`src/rtl/bwr_pkg.sv`:
```
package bwr_pkg;

    localparam int ADDR_W = 8;
    localparam int DATA_W = 8;
    localparam int PLAIN_KINDS = 4;

    localparam logic [7:0] CODE_PRIMARY   = 8'h00;
    localparam logic [7:0] CODE_SECONDARY = 8'hAA;
    localparam logic [7:0] CODE_PERPORT   = 8'h01;
    localparam logic [7:0] CODE_BERT      = 8'h02;
    localparam logic [7:0] CODE_TEST_BASE = 8'h04;

    // The first four kinds index the plain stores directly.
    typedef enum logic [2:0] {
        BK_PRIMARY   = 3'd0,
        BK_SECONDARY = 3'd1,
        BK_PERPORT   = 3'd2,
        BK_BERT      = 3'd3,
        BK_TEST      = 3'd4,
        BK_NONE      = 3'd5
    } bank_kind_e;

    typedef struct packed {
        bank_kind_e  kind;
        logic [7:0]  test_sel;
    } bank_sel_t;

    function automatic bank_sel_t decode_code(input logic [7:0] code, input int n_test);
        bank_sel_t s;
        s.kind     = BK_NONE;
        s.test_sel = '0;
        if (code == CODE_PRIMARY)        s.kind = BK_PRIMARY;
        else if (code == CODE_SECONDARY) s.kind = BK_SECONDARY;
        else if (code == CODE_PERPORT)   s.kind = BK_PERPORT;
        else if (code == CODE_BERT)      s.kind = BK_BERT;
        else if (int'(code) >= int'(CODE_TEST_BASE) &&
                 int'(code) <  int'(CODE_TEST_BASE) + n_test) begin
            s.kind     = BK_TEST;
            s.test_sel = code - CODE_TEST_BASE;
        end
        return s;
    endfunction

endpackage

```
`src/rtl/bwr_ptr_reg.sv`:
```
module bwr_ptr_reg
    import bwr_pkg::*;
(
    input  logic              clk,
    input  logic              rst,
    input  logic              we,
    input  logic [DATA_W-1:0] wdata,
    output logic [DATA_W-1:0] ptr
);

    logic [DATA_W-1:0] ptr_q;

    always_ff @(posedge clk) begin
        if (rst)     ptr_q <= '0;
        else if (we) ptr_q <= wdata;
    end

    assign ptr = ptr_q;

    // the pointer only moves on its own write strobe
    p_ptr_hold_r2: assert property (@(posedge clk) disable iff (rst)
        !we |=> $stable(ptr_q));

endmodule

```
`src/rtl/bwr_plain_store.sv`:
```
module bwr_plain_store
    import bwr_pkg::*;
#(
    parameter int DEPTH = 31,
    parameter int IDX_W = 5
) (
    input  logic              clk,
    input  logic              rst,
    input  logic              we,
    input  logic [IDX_W-1:0]  idx,
    input  logic [DATA_W-1:0] wdata,
    output logic [DATA_W-1:0] rdata
);

    logic [DATA_W-1:0] mem [DEPTH];
    logic              idx_ok;

    assign idx_ok = (idx < IDX_W'(DEPTH));

    always_ff @(posedge clk) begin
        if (rst) begin
            for (int i = 0; i < DEPTH; i++) mem[i] <= '0;
        end else if (we && idx_ok) begin
            mem[idx] <= wdata;
        end
    end

    assign rdata = idx_ok ? mem[idx] : '0;

    // without a write, the byte at an unchanged index keeps its value
    p_plain_hold_r3: assert property (@(posedge clk) disable iff (rst)
        !we |=> (idx != $past(idx)) || $stable(rdata));

endmodule

```
`src/rtl/bwr_test_regs.sv`:
```
module bwr_test_regs
    import bwr_pkg::*;
#(
    parameter int PORTS  = 16,
    parameter int REGS   = 5,
    parameter int PORT_W = 4,
    parameter int REG_W  = 5
) (
    input  logic              clk,
    input  logic              rst,
    input  logic              we,
    input  logic [PORT_W-1:0] port,
    input  logic [REG_W-1:0]  regsel,
    input  logic [DATA_W-1:0] wdata,
    output logic [DATA_W-1:0] rdata
);

    logic [DATA_W-1:0] adj [PORTS][REGS];
    logic              reg_ok;

    assign reg_ok = (regsel < REG_W'(REGS)) && (int'(port) < PORTS);

    always_ff @(posedge clk) begin
        if (rst) begin
            for (int p = 0; p < PORTS; p++)
                for (int r = 0; r < REGS; r++)
                    adj[p][r] <= '0;
        end else if (we && reg_ok) begin
            adj[port][regsel] <= wdata;
        end
    end

    assign rdata = reg_ok ? adj[port][regsel] : '0;

    // the window decode never strobes a register beyond the bank
    p_test_idx_r5: assert property (@(posedge clk) disable iff (rst)
        we |-> (regsel < REG_W'(REGS)));

endmodule

```
`src/rtl/bwr_window_regs.sv`:
```
module bwr_window_regs
    import bwr_pkg::*;
#(
    parameter int GROUPS          = 2,
    parameter int PORTS_PER_GROUP = 8,
    parameter int TEST_REGS       = 5,
    parameter int WIN_BITS        = 5
) (
    input  logic              clk,
    input  logic              rst,
    input  logic [ADDR_W-1:0] host_addr,
    input  logic              host_wr,
    input  logic              host_rd,
    input  logic [DATA_W-1:0] host_wdata,
    output logic [DATA_W-1:0] host_rdata
);

    localparam int WIN_SPAN    = 1 << WIN_BITS;
    localparam int PTR_OFF     = WIN_SPAN - 1;
    localparam int PLAIN_DEPTH = WIN_SPAN - 1;
    localparam int GRP_BITS    = (GROUPS > 1) ? $clog2(GROUPS) : 1;
    localparam int N_PORTS     = GROUPS * PORTS_PER_GROUP;
    localparam int PORT_W      = (N_PORTS > 1) ? $clog2(N_PORTS) : 1;
    localparam int N_WE        = GROUPS * PLAIN_KINDS;

    // ---- address decode ----
    logic [WIN_BITS-1:0] off;
    logic [GRP_BITS-1:0] grp;
    logic                in_win, is_ptr, is_data;

    assign off     = host_addr[WIN_BITS-1:0];
    assign grp     = host_addr[WIN_BITS +: GRP_BITS];
    assign in_win  = ((host_addr >> (WIN_BITS + GRP_BITS)) == '0) && (int'(grp) < GROUPS);
    assign is_ptr  = in_win && (off == WIN_BITS'(PTR_OFF));
    assign is_data = in_win && !is_ptr;

    // ---- pointers ----
    logic [DATA_W-1:0] ptr_val [GROUPS];
    logic [GROUPS-1:0] ptr_we;

    for (genvar g = 0; g < GROUPS; g++) begin : g_ptr
        assign ptr_we[g] = host_wr && is_ptr && (int'(grp) == g);
        bwr_ptr_reg u_ptr (
            .clk   (clk),
            .rst   (rst),
            .we    (ptr_we[g]),
            .wdata (host_wdata),
            .ptr   (ptr_val[g])
        );
    end

    bank_sel_t cur_sel;
    assign cur_sel = decode_code(ptr_val[grp], PORTS_PER_GROUP);

    // ---- plain banks: one store per group and kind ----
    logic [DATA_W-1:0] plain_rd [GROUPS][PLAIN_KINDS];
    logic [N_WE-1:0]   plain_we;

    for (genvar g = 0; g < GROUPS; g++) begin : g_grp
        for (genvar k = 0; k < PLAIN_KINDS; k++) begin : g_kind
            assign plain_we[g*PLAIN_KINDS + k] = host_wr && is_data &&
                (int'(grp) == g) && (cur_sel.kind == bank_kind_e'(k));
            bwr_plain_store #(
                .DEPTH (PLAIN_DEPTH),
                .IDX_W (WIN_BITS)
            ) u_store (
                .clk   (clk),
                .rst   (rst),
                .we    (plain_we[g*PLAIN_KINDS + k]),
                .idx   (off),
                .wdata (host_wdata),
                .rdata (plain_rd[g][k])
            );
        end
    end

    // ---- per-port test banks ----
    logic [PORT_W-1:0] test_port;
    logic              test_we;
    logic [DATA_W-1:0] test_rd;

    assign test_port = PORT_W'(grp) * PORT_W'(PORTS_PER_GROUP) + PORT_W'(cur_sel.test_sel);
    assign test_we   = host_wr && is_data && (cur_sel.kind == BK_TEST) &&
                       (off < WIN_BITS'(TEST_REGS));

    bwr_test_regs #(
        .PORTS  (N_PORTS),
        .REGS   (TEST_REGS),
        .PORT_W (PORT_W),
        .REG_W  (WIN_BITS)
    ) u_test (
        .clk    (clk),
        .rst    (rst),
        .we     (test_we),
        .port   (test_port),
        .regsel (off),
        .wdata  (host_wdata),
        .rdata  (test_rd)
    );

    // ---- read path ----
    logic [DATA_W-1:0] rd_mux;

    always_comb begin
        rd_mux = '0;
        if (is_ptr) begin
            rd_mux = ptr_val[grp];
        end else if (is_data) begin
            case (cur_sel.kind)
                BK_TEST: rd_mux = test_rd;
                BK_NONE: rd_mux = '0;
                default: rd_mux = plain_rd[grp][cur_sel.kind[1:0]];
            endcase
        end
    end

    always_ff @(posedge clk) begin
        if (rst)          host_rdata <= '0;
        else if (host_rd) host_rdata <= rd_mux;
    end

    // at most one storage element is strobed per access
    p_one_target_r3: assert property (@(posedge clk) disable iff (rst)
        $onehot0({plain_we, test_we, ptr_we}));

    // reads outside the two windows return zero
    p_outside_zero_r8: assert property (@(posedge clk) disable iff (rst)
        (host_rd && !in_win) |=> (host_rdata == '0));

    // reads through an undefined pointer code return zero
    p_undef_zero_r6: assert property (@(posedge clk) disable iff (rst)
        (host_rd && is_data && cur_sel.kind == BK_NONE) |=> (host_rdata == '0));

    // read data holds while the read strobe is idle
    p_rdata_hold_r9: assert property (@(posedge clk) disable iff (rst)
        !host_rd |=> $stable(host_rdata));

endmodule

```
`config.mk`:
```
export PLATFORM = sky130hd
export DESIGN_NAME = bwr_window_regs
export DESIGN_NICKNAME = d
export VERILOG_FILES = /design/src/rtl/bwr_pkg.sv /design/src/rtl/bwr_ptr_reg.sv /design/src/rtl/bwr_plain_store.sv /design/src/rtl/bwr_test_regs.sv /design/src/rtl/bwr_window_regs.sv
export SDC_FILE = /design/constraint.sdc
export NUM_CORES = 2
export LEC_CHECK = 0
export ABC_AREA = 1
export BUFFER_PORTS_ARGS = -buffer_cell sky130_fd_sc_hd__buf_4
export CAP_MARGIN = 5
export CELL_PAD_IN_SITES_DETAIL_PLACEMENT = 0
export CELL_PAD_IN_SITES_GLOBAL_PLACEMENT = 1
export CORE_MARGIN = 5
export CORE_UTILIZATION = 47
export DETAILED_ROUTE_END_ITERATION = 8
export HOLD_SLACK_MARGIN = 0.12
export PLACE_DENSITY = 0.87
export SLEW_MARGIN = 20
export SYNTH_ARGS = -nofsm -noshare
export SYNTH_HDL_FRONTEND = slang
export SYNTH_SLANG_ARGS = --single-unit
```
`constraint.sdc`:
```
create_clock -name clk -period 3.55 [get_ports clk]
set_input_delay 0.1775 -clock clk [delete_from_list [all_inputs] [get_ports clk]]
set_output_delay 0.1775 -clock clk [all_outputs]
set_load 0.01 [all_outputs]
```
==> run_results.csv <==
group,metric,value,unit
status,status,"finished, final reports clean",
clock_tree,cts_tree,"built",
detailed_routing,wirelength,371,mm
grt,track_usage,0.271,
final_layout,fin_nets,11174,
setup_path,max_stage_delay,0.35,ns
detailed_routing,wl_per_cell,25.2,µm
setup_path,reg2reg_depth,20,
placed_design,dp_hpwl,232,mm
final_layout,fin_cells,14719,
placed_design,pre_cts_ws,-0.275,ns
yosys,syn-cell-area,119000,µm²
timing,setup_viol,0,
yosys,synth_area_leaders,"edfxtp_1 (68%), nor2_1 (9.0%), nand2_1 (6.5%)",
power_and_ir_drop,p_leak,0.0527,µW
clock_tree,clk_path_buf_depth,4,
placed_design,postPlaceCellArea,126000,µm²
detailed_routing,drtAntennaViolNets,0,
floorplanning,row_count,184,
timing,finClkSkew,0.0956,ns
worst_hold_path,hp-class,"in -> reg",
grt,grt_overflow,0,
yosys,netlist.area_leader.share,0.680,
floorplanning,pin_count,28,
yosys,ys_seq_area_frac,0.684,
timing,worst_pin_slew,0.909,ns
clock_tree,cts_root_buf,"clkbuf_16",
detailed_routing,via_count,88146,
detailed_routing,drt_iter0_markers,13179,
detailed_routing,drc_errors,0,
setup_path,crit_path_start,"g_ptr[0].u_ptr.ptr[2]",
setup_path,setup.worst_path.end,"host_rdata[6]",
timing,tns,0,ns
final_layout,finish.utilization,0.540,
floorplanning,die_h,513,µm
yosys,synth_cell_type_count,40,
clock_tree,clock-sinks,2712,
setup_path,end_kind,"flip-flop",
setup_path,crit_top_cell,"buf_4",
floorplanning,coreArea,251000,µm²
floorplanning,initial_core_util,0.472,
placed_design,gp_congestion,0.926,
power_and_ir_drop,irDropWorstVdd,0.593,mV
timing,fin_crit,3.44,ns
clock_tree,cts-buffers-inserted,288,
detailed_routing,avgViaCountPerCell,5.99,
grt,antenna_found_initial,19,
clock_tree,path_clk_slew,0.07,ns
yosys,netlist_instances,11026,
setup_path,start_kind,"flip-flop",
placed_design,placed_cells,14147,
setup_path,cp_slowest_cell,"nand3_1",
flow_run,drv_cap,0,
grt,grt_max_degree,176,
setup_path,r2r_slack,0.11,ns
floorplanning,die_x,513,µm
grt,grt_pass1_vias,84739,
yosys,avgSynthCellArea,10.8,µm²
final_layout,drive_gt1_frac,0.107,
placed_design,port_buffers,27,
timing,finalWorstSetupSlack,0.113,ns
timing,fmax,291,MHz
grt,grt_pass1_wl,540,mm
final_layout,layout-area-overhead-vs-synth,14.3,%
yosys,yosys_register_bits,2712,
floorplanning,die-area,263000,µm²
setup_path,cp_max_fo,22,
final_layout,design_area,136000,µm²
timing,final_max_slew_viol_count,0,
clock_tree,cts-htree-levels,5,
setup_path,arrival,4.24,ns
clock_tree,clock_latency,0.93,ns
yosys,ys_warn_count,0,
yosys,yosys.area.top_type,"edfxtp_1",
timing,rsz0062_at_grt,"true",
timing,hold_viol_final,0,
setup_path,r2r-end,"host_rdata[6]",
timing,maxSlewHeadroom,0.394,
setup_path,crit-reg2reg-launch,"g_ptr[0].u_ptr.ptr[2]",
setup_path,worstPathCellList,"o21ai_0 -> buf_4 -> inv_1 -> ha_1 -> nand3_1 -> nand2_1 -> inv_1 -> nor2_4 -> buf_4 -> nor3_2 -> buf_6 -> inv_1 -> buf_4 -> nand3_1 -> nand3_1 -> nand4_1 -> buf_4 -> nand2_1 -> nand2_1 -> a21oi_1",
power_and_ir_drop,p_per_area,519,nW/µm²
setup_path,crit_type,"reg -> reg",
detailed_routing,drtPass1Iterations,9,
timing,finalCritPeriodShare,0.968,
setup_path,required,4.35,ns
[cell type report]
| cell class | count | area (µm²) |
|---|---|---|
| Clock buffer | 343 | 7540 |
| Timing Repair Buffer | 563 | 6250 |
| Antenna cell | 27 | 67.6 |
| Clock inverter | 142 | 1280 |
| Tap cell | 3348 | 4190 |
| Fill cell | 21014 | 116000 |
| Sequential cell | 2712 | 81200 |
| Multi-Input combinational cell | 7195 | 33700 |
| Inverter | 389 | 1550 |
[what timing repair did]
item                                    CTS  global route
pin swaps                                 1             9
endpoints found under the hold margin   196             0
endpoints found under the setup margin   46           367
gates cloned                              1            11
hold buffers                             17             0
setup buffers                             2            31
resized for setup                         7            77
[sequential cells by signal, summed over array words and instances, names as in the netlist]
signal / cells
host_rdata: 8
u_test.adj: 640
g_ptr.u_ptr.ptr: 16
g_grp.g_kind.u_store.mem: 2048
[critical path: cells and delay by family (launching register included)]
kind                       cells  cell delay [ns]
AOI/OAI and AO/OA              2             0.22
adders and majority gates      1             0.19
buffers and inverters          8             1.32
DFF                            1             0.31
and+or+nand+nor                9             1.23
[worst min-delay path by stage]
stage	start	end	cells past startpoint
after detailed placement	g_ptr[0].u_ptr.ptr[4]	g_ptr[0].u_ptr.ptr[4]	2
after floorplan	rst	g_ptr[0].u_ptr.ptr[2]	1
after CTS	host_addr[2]	host_rdata[0]	8
final	host_addr[2]	host_rdata[1]	8
after global routing	host_addr[2]	host_rdata[3]	8
after global placement	g_ptr[0].u_ptr.ptr[6]	g_ptr[0].u_ptr.ptr[6]	2
[cell usage in the layout (no fill, tap or decap), types with 5 or more instances in the layout]
master and count:
nor2_1 2783, edfxtp_1 2688, nand2_1 1982, a22oi_1 983, a21oi_1 524, buf_4 384, inv_1 357, clkbuf_16 301
nand3b_1 216, buf_12 130, nand2_2 121, nand3_1 99, o21ai_0 90, nor3_1 86, conb_1 64, nor2_2 57
clkinv_2 54, clkinv_1 52, clkbuf_1 49, or2_2 41, nor4_1 37, diode_2 27, o211ai_1 26, a31oi_1 24
dfxtp_1 24, bufinv_16 23, inv_2 18, dlygate4sd3_1 17, buf_6 14, nor2_4 12, inv_8 12, clkinvlp_4 7
buf_16 7, nand4_1 6, nand2_4 5, nor3_4 5, nor4b_1 5, ha_1 5, inv_6 5
[cell usage after synthesis]
master / count
a211oi_1: 1
a21oi_1: 526
a221oi_1: 4
a22oi_1: 983
a31oi_1: 24
a41oi_1: 1
buf_1: 51
buf_2: 62
buf_4: 3
buf_6: 4
clkbuf_1: 675
clkinv_1: 7
conb_1: 1
dfxtp_1: 24
edfxtp_1: 2688
ha_1: 5
inv_1: 368
inv_2: 14
nand2_1: 2053
nand2_2: 53
nand2_4: 1
nand3_1: 100
nand3_2: 1
nand3b_1: 216
nand4_1: 6
nand4_2: 1
nor2_1: 2843
nor2_2: 5
nor2_4: 4
nor3_1: 89
nor3_2: 4
nor3_4: 2
nor4_1: 37
nor4b_1: 5
o211ai_1: 26
o21ai_0: 94
o21ai_1: 1
o22ai_1: 2
o2bb2ai_1: 1
or2_2: 41
[power breakdown]
part	internal, µW	switching, µW	total [µW]
clock network	16800	12300	29000
registers	36200	338	36500
logic	1230	3740	4970
total	54200	16400	70500
[routing by layer]
metal | vias up | part of all wire | global-route usage
li1 | 38541 | - | -
met1 | 42865 | 0.36 | 0.362
met2 | 5726 | 0.46 | 0.422
met3 | 1004 | 0.12 | 0.0569
met4 | 10 | 0.060 | 0.142
met5 | - | 0.00041 | 0.000541
[through the flow]
| stage | hold slack [ns] | total power (µW) |
|---|---|---|
| 6_report | 0.241 | 70500 |
| 5_1_grt | 0.250 | 72300 |
| 4_1_cts | 0.162 | 70400 |
| 3_5_place_dp | 0.446 | 41900 |
| 3_3_place_gp | 0.456 | 41800 |
| 2_1_floorplan | 0.250 | 39700 |
[cell families after synthesis]
group	after synthesis	synth area share
DFF	2712	0.684
other	1	0.0000316
adders and majority gates	5	0.000527
and+or+nand+nor	5461	0.185
AOI/OAI and AO/OA	1663	0.0918
buffers and inverters	1184	0.0384
Note: power is estimated with default switching activity, not from simulation.
